File: config.mk
export PLATFORM = sky130hd
export DESIGN_NAME = hdlc_tx_fifo
export DESIGN_NICKNAME = d
export VERILOG_FILES = /design/src/rtl/hdlc_txf_pkg.sv /design/src/rtl/hdlc_txf_fifo.sv /design/src/rtl/hdlc_txf_irq.sv /design/src/rtl/hdlc_txf_engine.sv /design/src/rtl/hdlc_tx_fifo.sv
export SDC_FILE = /design/constraint.sdc
export NUM_CORES = 1
export LEC_CHECK = 0
export BUFFER_PORTS_ARGS = -buffer_cell sky130_fd_sc_hd__buf_2
export CORE_ASPECT_RATIO = 0.9
export CORE_MARGIN = 5
export CORE_UTILIZATION = 50
export CTS_CLUSTER_DIAMETER = 120
export DETAILED_ROUTE_END_ITERATION = 10
export HOLD_SLACK_MARGIN = 0.12
export PLACE_DENSITY = 0.7
export SYNTH_ARGS = -nofsm -noshare
export SYNTH_HDL_FRONTEND = slang
export SYNTH_SLANG_ARGS = --single-unit
File: constraint.sdc
create_clock -name clk -period 3.35 [get_ports clk]
set_input_delay 0.1675 -clock clk [delete_from_list [all_inputs] [get_ports clk]]
set_output_delay 0.1675 -clock clk [all_outputs]
set_load 0.05 [all_outputs]
File: src/rtl/hdlc_txf_pkg.sv
package hdlc_txf_pkg;

    localparam int TXF_DEPTH       = 32;
    localparam int BYTE_W          = 8;
    localparam int CTL_W           = 16;
    localparam int STAT_W          = 8;
    localparam int LEN_LSB         = 8;
    localparam int LEN_W           = 6;
    localparam int CMD_END_BIT     = 0;
    localparam int CMD_RST_BIT     = 7;
    localparam int MODE_TRANSP_BIT = 1;
    localparam int STAT_RDY_BIT    = 7;
    localparam int STAT_UDR_BIT    = 6;

    // decoded control write
    typedef struct packed {
        logic             tx_rst;
        logic             end_msg;
        logic [LEN_W-1:0] len_field;
    } ctl_cmd_t;

    // one beat towards the framer
    typedef struct packed {
        logic              valid;
        logic              last;
        logic [BYTE_W-1:0] data;
    } tx_beat_t;

    function automatic ctl_cmd_t split_ctl(input logic [CTL_W-1:0] w);
        ctl_cmd_t c;
        c.tx_rst    = w[CMD_RST_BIT];
        c.end_msg   = w[CMD_END_BIT];
        c.len_field = w[LEN_LSB +: LEN_W];
        return c;
    endfunction

    // zero selects a full block, oversize codes saturate at the depth
    function automatic int blk_bytes(input logic [LEN_W-1:0] f, input int depth);
        if (f == '0 || int'(f) > depth)
            return depth;
        return int'(f);
    endfunction

endpackage

File: src/rtl/hdlc_txf_fifo.sv
module hdlc_txf_fifo
    import hdlc_txf_pkg::*;
#(
    parameter int DEPTH = TXF_DEPTH,
    parameter int W     = BYTE_W
) (
    input  logic         clk,
    input  logic         rst,
    input  logic         flush,
    input  logic         push,
    input  logic [W-1:0] din,
    input  logic         pop,
    output logic [W-1:0] dout,
    output logic         empty
);
    localparam int AW = (DEPTH > 1) ? $clog2(DEPTH) : 1;
    localparam int CW = $clog2(DEPTH + 1);

    logic [W-1:0]  mem [DEPTH];
    logic [AW-1:0] wr_idx, rd_idx;
    logic [CW-1:0] cnt;
    logic          full, push_ok, pop_ok;

    assign full    = (cnt == CW'(DEPTH));
    assign empty   = (cnt == '0);
    assign push_ok = push && !flush && !full;
    assign pop_ok  = pop && !flush && !empty;
    assign dout    = mem[rd_idx];

    function automatic logic [AW-1:0] wrap_inc(input logic [AW-1:0] i);
        return (i == AW'(DEPTH - 1)) ? '0 : i + AW'(1);
    endfunction

    always_ff @(posedge clk) begin
        if (rst || flush) begin
            wr_idx <= '0;
            rd_idx <= '0;
            cnt    <= '0;
        end else begin
            if (push_ok) wr_idx <= wrap_inc(wr_idx);
            if (pop_ok)  rd_idx <= wrap_inc(rd_idx);
            case ({push_ok, pop_ok})
                2'b10:   cnt <= cnt + CW'(1);
                2'b01:   cnt <= cnt - CW'(1);
                default: cnt <= cnt;
            endcase
        end
    end

    always_ff @(posedge clk) begin
        if (push_ok) mem[wr_idx] <= din;
    end

    AST_NO_OVERFLOW: assert property (@(posedge clk) disable iff (rst)
        (push && full && !pop && !flush) |=> $stable(cnt));

endmodule

File: src/rtl/hdlc_txf_irq.sv
module hdlc_txf_irq
    import hdlc_txf_pkg::*;
(
    input  logic              clk,
    input  logic              rst,
    input  logic              set_rdy,
    input  logic              set_udr,
    input  logic              rd,
    output logic [STAT_W-1:0] stat_word,
    output logic              irq
);
    logic pend_rdy, pend_udr, show_rdy;

    // underrun hides ready until it has been read
    assign show_rdy = pend_rdy && !pend_udr;

    always_comb begin
        stat_word               = '0;
        stat_word[STAT_RDY_BIT] = show_rdy;
        stat_word[STAT_UDR_BIT] = pend_udr;
    end

    assign irq = show_rdy || pend_udr;

    always_ff @(posedge clk) begin
        if (rst) begin
            pend_rdy <= 1'b0;
            pend_udr <= 1'b0;
        end else begin
            pend_udr <= set_udr || (pend_udr && !rd);
            pend_rdy <= set_rdy || (pend_rdy && !(rd && show_rdy));
        end
    end

    AST_RD_CLEARS_UDR: assert property (@(posedge clk) disable iff (rst)
        (rd && pend_udr && !set_udr) |=> !pend_udr);

    AST_UDR_KEEPS_RDY: assert property (@(posedge clk) disable iff (rst)
        (rd && pend_udr && pend_rdy) |=> pend_rdy);

endmodule

File: src/rtl/hdlc_txf_engine.sv
module hdlc_txf_engine
    import hdlc_txf_pkg::*;
#(
    parameter int DEPTH = TXF_DEPTH
) (
    input  logic              clk,
    input  logic              rst,
    input  logic              ctl_wr,
    input  ctl_cmd_t          cmd,
    input  logic              transp,
    input  logic              tx_req,
    input  logic              fifo_empty,
    input  logic [BYTE_W-1:0] fifo_dout,
    output logic              fifo_pop,
    output logic              fifo_flush,
    output tx_beat_t          beat,
    output logic              set_rdy,
    output logic              set_udr
);
    localparam int CNT_W = $clog2(DEPTH + 1);

    logic             xrs_q, xme_q, in_frame;
    logic [CNT_W-1:0] blk_left;
    tx_beat_t         beat_q;
    logic             avail, send, udr, final_byte, mark_end, commit;

    assign avail      = (blk_left != '0) && !fifo_empty && !xrs_q;
    assign send       = tx_req && avail;
    assign udr        = tx_req && !avail && in_frame && !xrs_q;
    assign final_byte = send && (blk_left == CNT_W'(1));
    assign mark_end   = final_byte && xme_q && !transp;
    assign commit     = ctl_wr && !cmd.tx_rst && !xrs_q && (blk_left == '0);

    assign fifo_pop   = send;
    assign fifo_flush = xrs_q;
    assign beat       = beat_q;
    assign set_rdy    = final_byte || (ctl_wr && !cmd.tx_rst && xrs_q);
    assign set_udr    = udr;

    always_ff @(posedge clk) begin
        if (rst) begin
            xrs_q    <= 1'b0;
            xme_q    <= 1'b0;
            in_frame <= 1'b0;
            blk_left <= '0;
            beat_q   <= '0;
        end else begin
            beat_q.valid <= send;
            beat_q.last  <= mark_end;
            if (send) beat_q.data <= fifo_dout;
            if (ctl_wr) xrs_q <= cmd.tx_rst;
            if (xrs_q) begin
                blk_left <= '0;
                in_frame <= 1'b0;
            end else begin
                if (commit) begin
                    blk_left <= CNT_W'(blk_bytes(cmd.len_field, DEPTH));
                    xme_q    <= cmd.end_msg;
                end else if (send) begin
                    blk_left <= blk_left - CNT_W'(1);
                end
                if (send)
                    in_frame <= !mark_end;
                else if (udr)
                    in_frame <= 1'b0;
            end
        end
    end

    AST_QUIET_IN_RESET: assert property (@(posedge clk) disable iff (rst)
        xrs_q |=> !beat_q.valid);

    AST_END_ONLY_FRAMED: assert property (@(posedge clk) disable iff (rst)
        beat_q.last |-> $past(!transp));

    AST_UDR_CLOSES: assert property (@(posedge clk) disable iff (rst)
        udr |=> !in_frame);

    AST_BLK_BOUND: assert property (@(posedge clk) disable iff (rst)
        int'(blk_left) <= DEPTH);

endmodule

File: src/rtl/hdlc_tx_fifo.sv
module hdlc_tx_fifo
    import hdlc_txf_pkg::*;
#(
    parameter int DEPTH = TXF_DEPTH
) (
    input  logic              clk,
    input  logic              rst,
    input  logic              byte_wr,
    input  logic [BYTE_W-1:0] byte_in,
    input  logic              ctl_wr,
    input  logic [CTL_W-1:0]  ctl_word,
    input  logic [7:0]        mode_cfg,
    input  logic              stat_rd,
    output logic [STAT_W-1:0] stat_word,
    output logic              irq,
    input  logic              tx_req,
    output logic              tx_valid,
    output logic [BYTE_W-1:0] tx_data,
    output logic              tx_last
);
    ctl_cmd_t          cmd;
    tx_beat_t          beat;
    logic              fifo_empty, fifo_pop, fifo_flush;
    logic [BYTE_W-1:0] fifo_dout;
    logic              set_rdy, set_udr;
    logic              unused_cfg;

    assign cmd        = split_ctl(ctl_word);
    assign unused_cfg = ^{ctl_word[15:14], ctl_word[6:1], mode_cfg[7:2], mode_cfg[0]};

    hdlc_txf_fifo #(.DEPTH(DEPTH), .W(BYTE_W)) u_fifo (
        .clk   (clk),
        .rst   (rst),
        .flush (fifo_flush),
        .push  (byte_wr),
        .din   (byte_in),
        .pop   (fifo_pop),
        .dout  (fifo_dout),
        .empty (fifo_empty)
    );

    hdlc_txf_engine #(.DEPTH(DEPTH)) u_engine (
        .clk        (clk),
        .rst        (rst),
        .ctl_wr     (ctl_wr),
        .cmd        (cmd),
        .transp     (mode_cfg[MODE_TRANSP_BIT]),
        .tx_req     (tx_req),
        .fifo_empty (fifo_empty),
        .fifo_dout  (fifo_dout),
        .fifo_pop   (fifo_pop),
        .fifo_flush (fifo_flush),
        .beat       (beat),
        .set_rdy    (set_rdy),
        .set_udr    (set_udr)
    );

    hdlc_txf_irq u_irq (
        .clk       (clk),
        .rst       (rst),
        .set_rdy   (set_rdy),
        .set_udr   (set_udr),
        .rd        (stat_rd),
        .stat_word (stat_word),
        .irq       (irq)
    );

    assign tx_valid = beat.valid;
    assign tx_data  = beat.data;
    assign tx_last  = beat.last;

endmodule

After elaboration in Yosys (flattened, before gate mapping). Memory sizes are Yosys's and may differ from the RTL's. A register that Yosys moved wholly into a read port is not among the register bits. Index checks and enable logic that the tools add are counted.

Flip-flop bits (word level): 29. Memories: 1. Word-level logic and storage cells: 86. Bits in writable memories: 256. Output and inout bits: 19.

Equality and inequality tests: 6. Reduce and logical (&&, ||, !) cells: 46. Mux-type cells: 15. Bitwise gates (word level): 1. $lt $le $gt $ge: 1. Add/subtract/negate cells: 5.

Memories: u_fifo.mem (words 32, width 8, read ports 1, clocked after memory_dff 1, wr ports 1, line hdlc_txf_fifo.sv:19) `logic [W-1:0] mem [DEPTH];`.

Operators by type and width (number): 6-bit 2-to-1 mux (4); 1-bit logical AND (21); 6-bit logical NOT (3); 6-bit one-hot mux with 2 select lines (1); 6-bit by 1-bit subtractor with 6-bit output, second input constant (2); 5-bit by 1-bit adder with 5-bit output, second input constant (2); 5-bit equality test, second input constant (2); 1-bit logical NOT (10); 5-bit 2-to-1 mux (2); 1-bit 2-to-1 mux (8); 6-bit by 1-bit adder with 6-bit output, second input constant (1); 6-bit by 1-bit equality test with 1-bit output, second input constant (1); 6-bit equality test, second input constant (1); 6-bit > comparator, second input constant (1); 1-bit logical OR (6); 2-bit nonzero test (3); 6-bit nonzero test (1); 2-bit by 1-bit equality test with 1-bit output, second input constant (1); 2-bit equality test, second input constant (1); 2-bit AND reduction (1); 2-bit OR reduction (1); 1-bit inverter (1).

Logic depth before layout (Yosys ltp).
Depth after elaboration: 10. Mapped depth: 15.

Cells and area by module. Synthesis repeated with hierarchy kept, for this count alone.

Cells, all modules: 759. Area total of the unflattened synthesis: 12228.0 um2.

Modules (own cells, without submodules): hdlc_txf_fifo (times used 1, cells an instance 639, area each 11128.2 um2, sequential area each 8107.8 um2); hdlc_txf_engine (times used 1, cells an instance 101, area each 945.9 um2, sequential area each 380.4 um2); hdlc_txf_irq (times used 1, cells an instance 19, area each 153.9 um2, sequential area each 40.0 um2).

Worst setup path after synthesis. No wires, ideal clock.

Path kind: reg-to-reg. Start point: register u_engine.blk_left[0]. End point: register u_fifo.cnt[4]. Required time: 3.280 ns. Data arrival time: 3.192 ns. Setup time: 0.070 ns. Cell stages (with the launch flop): 16. Setup slack: 0.088 ns. Cells stage by stage: dfxtp_1 > inv_1 > ha_1 > nor2b_1 > and2_4 > or3_4 > clkinv_1 > buf_2 > ha_1 > inv_1 > fa_1 > nor2b_1 > o21a_1 > nor3_1 > or3b_2 > a21oi_1.

Cells in the longest elaborated chain, start to end: 8. Elaborated cells on any way between the ends: 10.

Ends and longest elaborated chain: start, declared (line hdlc_txf_engine.sv:23) `logic [CNT_W-1:0] blk_left;`; start signal, assigned (line hdlc_txf_engine.sv:57) `blk_left <= CNT_W'(blk_bytes(cmd.len_field, DEPTH));`; start signal, assigned (line hdlc_txf_engine.sv:60) `blk_left <= blk_left - CNT_W'(1);`; 6-bit nonzero test * (line hdlc_txf_engine.sv:27) `assign avail = (blk_left != '0) && !fifo_empty && !xrs_q;`; 1-bit logical AND * (2 in series) (line hdlc_txf_engine.sv:27); 1-bit logical AND * (line hdlc_txf_engine.sv:28) `assign send = tx_req && avail;`; 1-bit logical AND * (2 in series) (line hdlc_txf_fifo.sv:27) `assign pop_ok = pop && !flush && !empty;`; via u_fifo.pop_ok (line hdlc_txf_fifo.sv:22) `logic full, push_ok, pop_ok;`; 2-bit by 1-bit equality test with 1-bit output or 2-bit equality test (tied branches) (line hdlc_txf_fifo.sv:42) `case ({push_ok, pop_ok})`; 6-bit one-hot mux with 2 select lines or 2-bit nonzero test (tied branches); end signal, assigned (line hdlc_txf_fifo.sv:43) `2'b10: cnt <= cnt + CW'(1);`; end signal, assigned (line hdlc_txf_fifo.sv:44) `2'b01: cnt <= cnt - CW'(1);`; end signal, assigned (line hdlc_txf_fifo.sv:45) `default: cnt <= cnt;`; end, declared (line hdlc_txf_fifo.sv:21) `logic [CW-1:0] cnt;`.

The timed path passes the listed nets; every way through them passes the cells marked *. A chain may end at the register's enable or synchronous reset.

Worst setup path in the final report.
Start point: register u_engine.blk_left[0]. End point: register u_fifo.cnt[4].

Cells in the longest elaborated chain, start to end: 8. Elaborated cells on any way between the ends: 10.

Ends and longest elaborated chain (line): 6-bit nonzero test * (hdlc_txf_engine.sv:27); 1-bit logical AND * (2 in series) (hdlc_txf_engine.sv:27); 1-bit logical AND * (hdlc_txf_engine.sv:28); 1-bit logical AND * (2 in series) (hdlc_txf_fifo.sv:27); 2-bit by 1-bit equality test with 1-bit output or 2-bit equality test (tied branches) (hdlc_txf_fifo.sv:42); 6-bit one-hot mux with 2 select lines or 2-bit nonzero test (tied branches).

Every way passes the cells marked *; elsewhere a longest branch is shown, timed or not.

==> results.yml <==
outcome:
  outcome: "finished clean"
cts:
  cts.htree.levels: 1
  clk_path_buf_depth: 3
  cts.clk_slew.worst_paths_ns: 0.06
  clk_latency_ns: 0.54
  post_cts_buffers: 0
  cts_buffers: 28
  cts_tree: "done"
  root_buffer: "clkbuf_16"
  cts.sinks: 293
layout:
  post-route-util_pct: 57.35
  nNetsFinal: 816
  drive_gt1_share_pct: 20.38
  n_antenna_cell: 0
  fillers: 1752
  area_delta_synth_final_pct: 13.04
  final_cell_mix: "256 x edfxtp_1, 65 x nor2_1, 61 x mux4_2, 35 x buf_2, 35 x dfxtp_1"
  fin_area_um2: 13430
  mostFrequentLayoutCell: "edfxtp_1"
power:
  power_density_nw_per_um2: 567.3
  power_mw: 7.616
  vdd_drop_max_v: 0.0004654
  cellLeakagePower_nw: 4.276
floorplanning:
  start_util_pct: 50.73
  num_io_pins: 57
  die_h_um: 156.2
  row_count: 53
  die_x_um: 172.5
  coreArea_um2: 23410
  dieArea_um2: 26940
global_route:
  grtUsageTotal_pct: 18.87
  grt_pass1_wl_um: 38660
  grt-ovfl-total: 0
  grt_max_degree: 52
  grt_antenna_before_repair: 0
  grt_pass1_vias: 6759
detailed_routing:
  drt-vias-per-instance: 5.977
  dr.pass1.iters: 5
  drc: 0
  wire_per_inst_um: 23.21
  ant_nets: 0
  drtIter0Drc: 708
  drt_wl_total_um: 25110
  num_vias: 6467
sta:
  finalSetupViolCount: 0
  slew_viol_final: 0
  min_period_over_period_pct: 92.79
  clock_skew_ns: 0.01717
  tightest_slew_ns: 0.8713
  fmax_mhz: 321.7
  relSlewSlack_pct: 41.70
  report.final.hold_viol_count: 0
  rsz0062_at_grt: "false"
  fin_crit_ns: 3.108
  tns_ns: 0
yosys:
  syn_area_per_cell_um2: 16.94
  ys_ff_latch: 293
  synth_edf_count: 256
  ys.flop_type: "edfxtp_1"
  synth_cell_type_count: 60
  synth_area_um2: 11880
  async_reset_ff_share_pct: 0
  netlist_instances: 701
  yosysSeqAreaShare_pct: 70.97
  ys_warn_count: 0
placed_design:
  globalplace.congestion: 0.8207
  io_buffer_count: 35
  placed_area_um2: 12330
  hpwl_um: 15750
setup_path:
  path_max_fanout: 7
  endpoint_kind: "flop"
  crit_type: "reg -> reg"
  worstPathArrival_ns: 3.58
  worstPathRequired_ns: 3.82
  start_kind: "flop"
min_path:
  worstHoldPathType: "in -> reg"
run:
  drv_cap: 0
-- logic make-up after synthesis --
family	after synthesis	synth area share, %
flip-flops	293	70.96
AND/OR/NAND/NOR	158	6.595
AO/OA/AOI/OAI	96	5.394
multiplexers	74	12.72
buffers and inverters	61	2.433
adder cells (fa/ha/maj)	15	1.644
XOR/XNOR	3	0.2213
other	1	0.03158
-- worst max-delay path, stage by stage, from the launching register on --
cell	delay (ns)
dfxtp_1	0.39
inv_1	0.06
ha_1	0.22
nor2b_1	0.17
and2_4	0.17
or3_4	0.37
clkinv_1	0.09
ha_4	0.18
inv_1	0.09
fa_1	0.40
nor2b_1	0.14
o21a_1	0.14
nor3_1	0.04
or3b_2	0.43
a21oi_1	0.14
-- worst paths after layout --
path | from | to | slack (ns) | cells after the start
worst max-delay path | u_engine.blk_left[0]$_SDFFE_PP0P_ | u_fifo.cnt[4]$_SDFFE_PP0P_ | 0.24 | 14
worst min-delay path | byte_in[3] | u_fifo.mem[15][3]$_DFFE_PP_ | 0.18 | 1
worst max register to register | u_engine.blk_left[0]$_SDFFE_PP0P_ | u_fifo.cnt[4]$_SDFFE_PP0P_ | 0.24 | 14
worst min register to register | u_engine.blk_left[1]$_SDFFE_PP0P_ | u_engine.blk_left[1]$_SDFFE_PP0P_ | 0.47 | 2
-- power breakdown --
part           total [mW]  internal, mW  switching [mW]
registers            4.07          4.01          0.0531
logic               0.574         0.226           0.348
clock network        2.98          1.72            1.25
-- registers in the layout, indices dropped and copies added (netlist names) --
register	flops
u_engine.xme_q	1
u_engine.blk_left	6
u_fifo.cnt	6
u_irq.pend_rdy	1
u_irq.pend_udr	1
u_fifo.rd_idx	5
u_engine.beat	10
u_engine.fifo_flush	1
u_engine.in_frame	1
u_fifo.wr_idx	5
u_fifo.mem	256
-- metal layers --
metal / share of wire, % / track usage (%) / vias up
met1: 41 / 26.38 / 3276
met3: 8.0 / 3.789 / 46
met4: 2.3 / 4.379 / 0
li1: - / - / 2882
met5: 0 / 0 / -
met2: 48 / 31.04 / 263
-- synth_stat cells, drive strengths merged (6+ instances only) --
| cell | count | share of area [%] |
|---|---|---|
| a21oi | 27 | 1.1 |
| dfxtp | 37 | 6.2 |
| a31oi | 6 | 0.32 |
| nor2 | 65 | 2.1 |
| o21ai | 9 | 0.38 |
| nor2b | 6 | 0.32 |
| edfxtp | 256 | 65 |
| clkbuf | 18 | 0.57 |
| a211oi | 8 | 0.51 |
| nor3 | 9 | 0.42 |
| nand3b | 10 | 0.63 |
| a22oi | 24 | 1.5 |
| buf | 25 | 1.3 |
| ha | 14 | 1.5 |
| mux4 | 61 | 12 |
| inv | 17 | 0.54 |
| nand2 | 31 | 0.98 |
| mux2i | 8 | 0.67 |
-- stage by stage --
stage / hold slack [ns] / std cells / worst slack [ns]
final: 0.1795 / 1082 / 0.2417
after global routing: 0.1929 / 1082 / 0.03299
after CTS: 0.1611 / 1082 / 0.1176
after detailed placement: 0.3691 / 1012 / 0.1369
after global placement: 0.3564 / 1012 / 0.2373
after floorplan: 0.2446 / 706 / 0.08799
-- layout make-up --
type | instances | area (um2) | area share [%]
inverter | 18 | 67.56 | 0.5033
timing repair buffer | 70 | 508.0 | 3.784
sequential | 293 | 8433 | 62.81
tap | 302 | 377.9 | 2.815
multi-input combinational | 352 | 3191 | 23.77
clock inverter | 8 | 85.08 | 0.6337
clock buffer | 39 | 763.2 | 5.685
-- timing repair --
item / CTS / global route
endpoints found under the setup margin: 0 / 2
hold buffers: 23 / 0
endpoints found under the hold margin: 21 / 0
resized for setup: 0 / 2
Power figures use the tool's default switching activity.
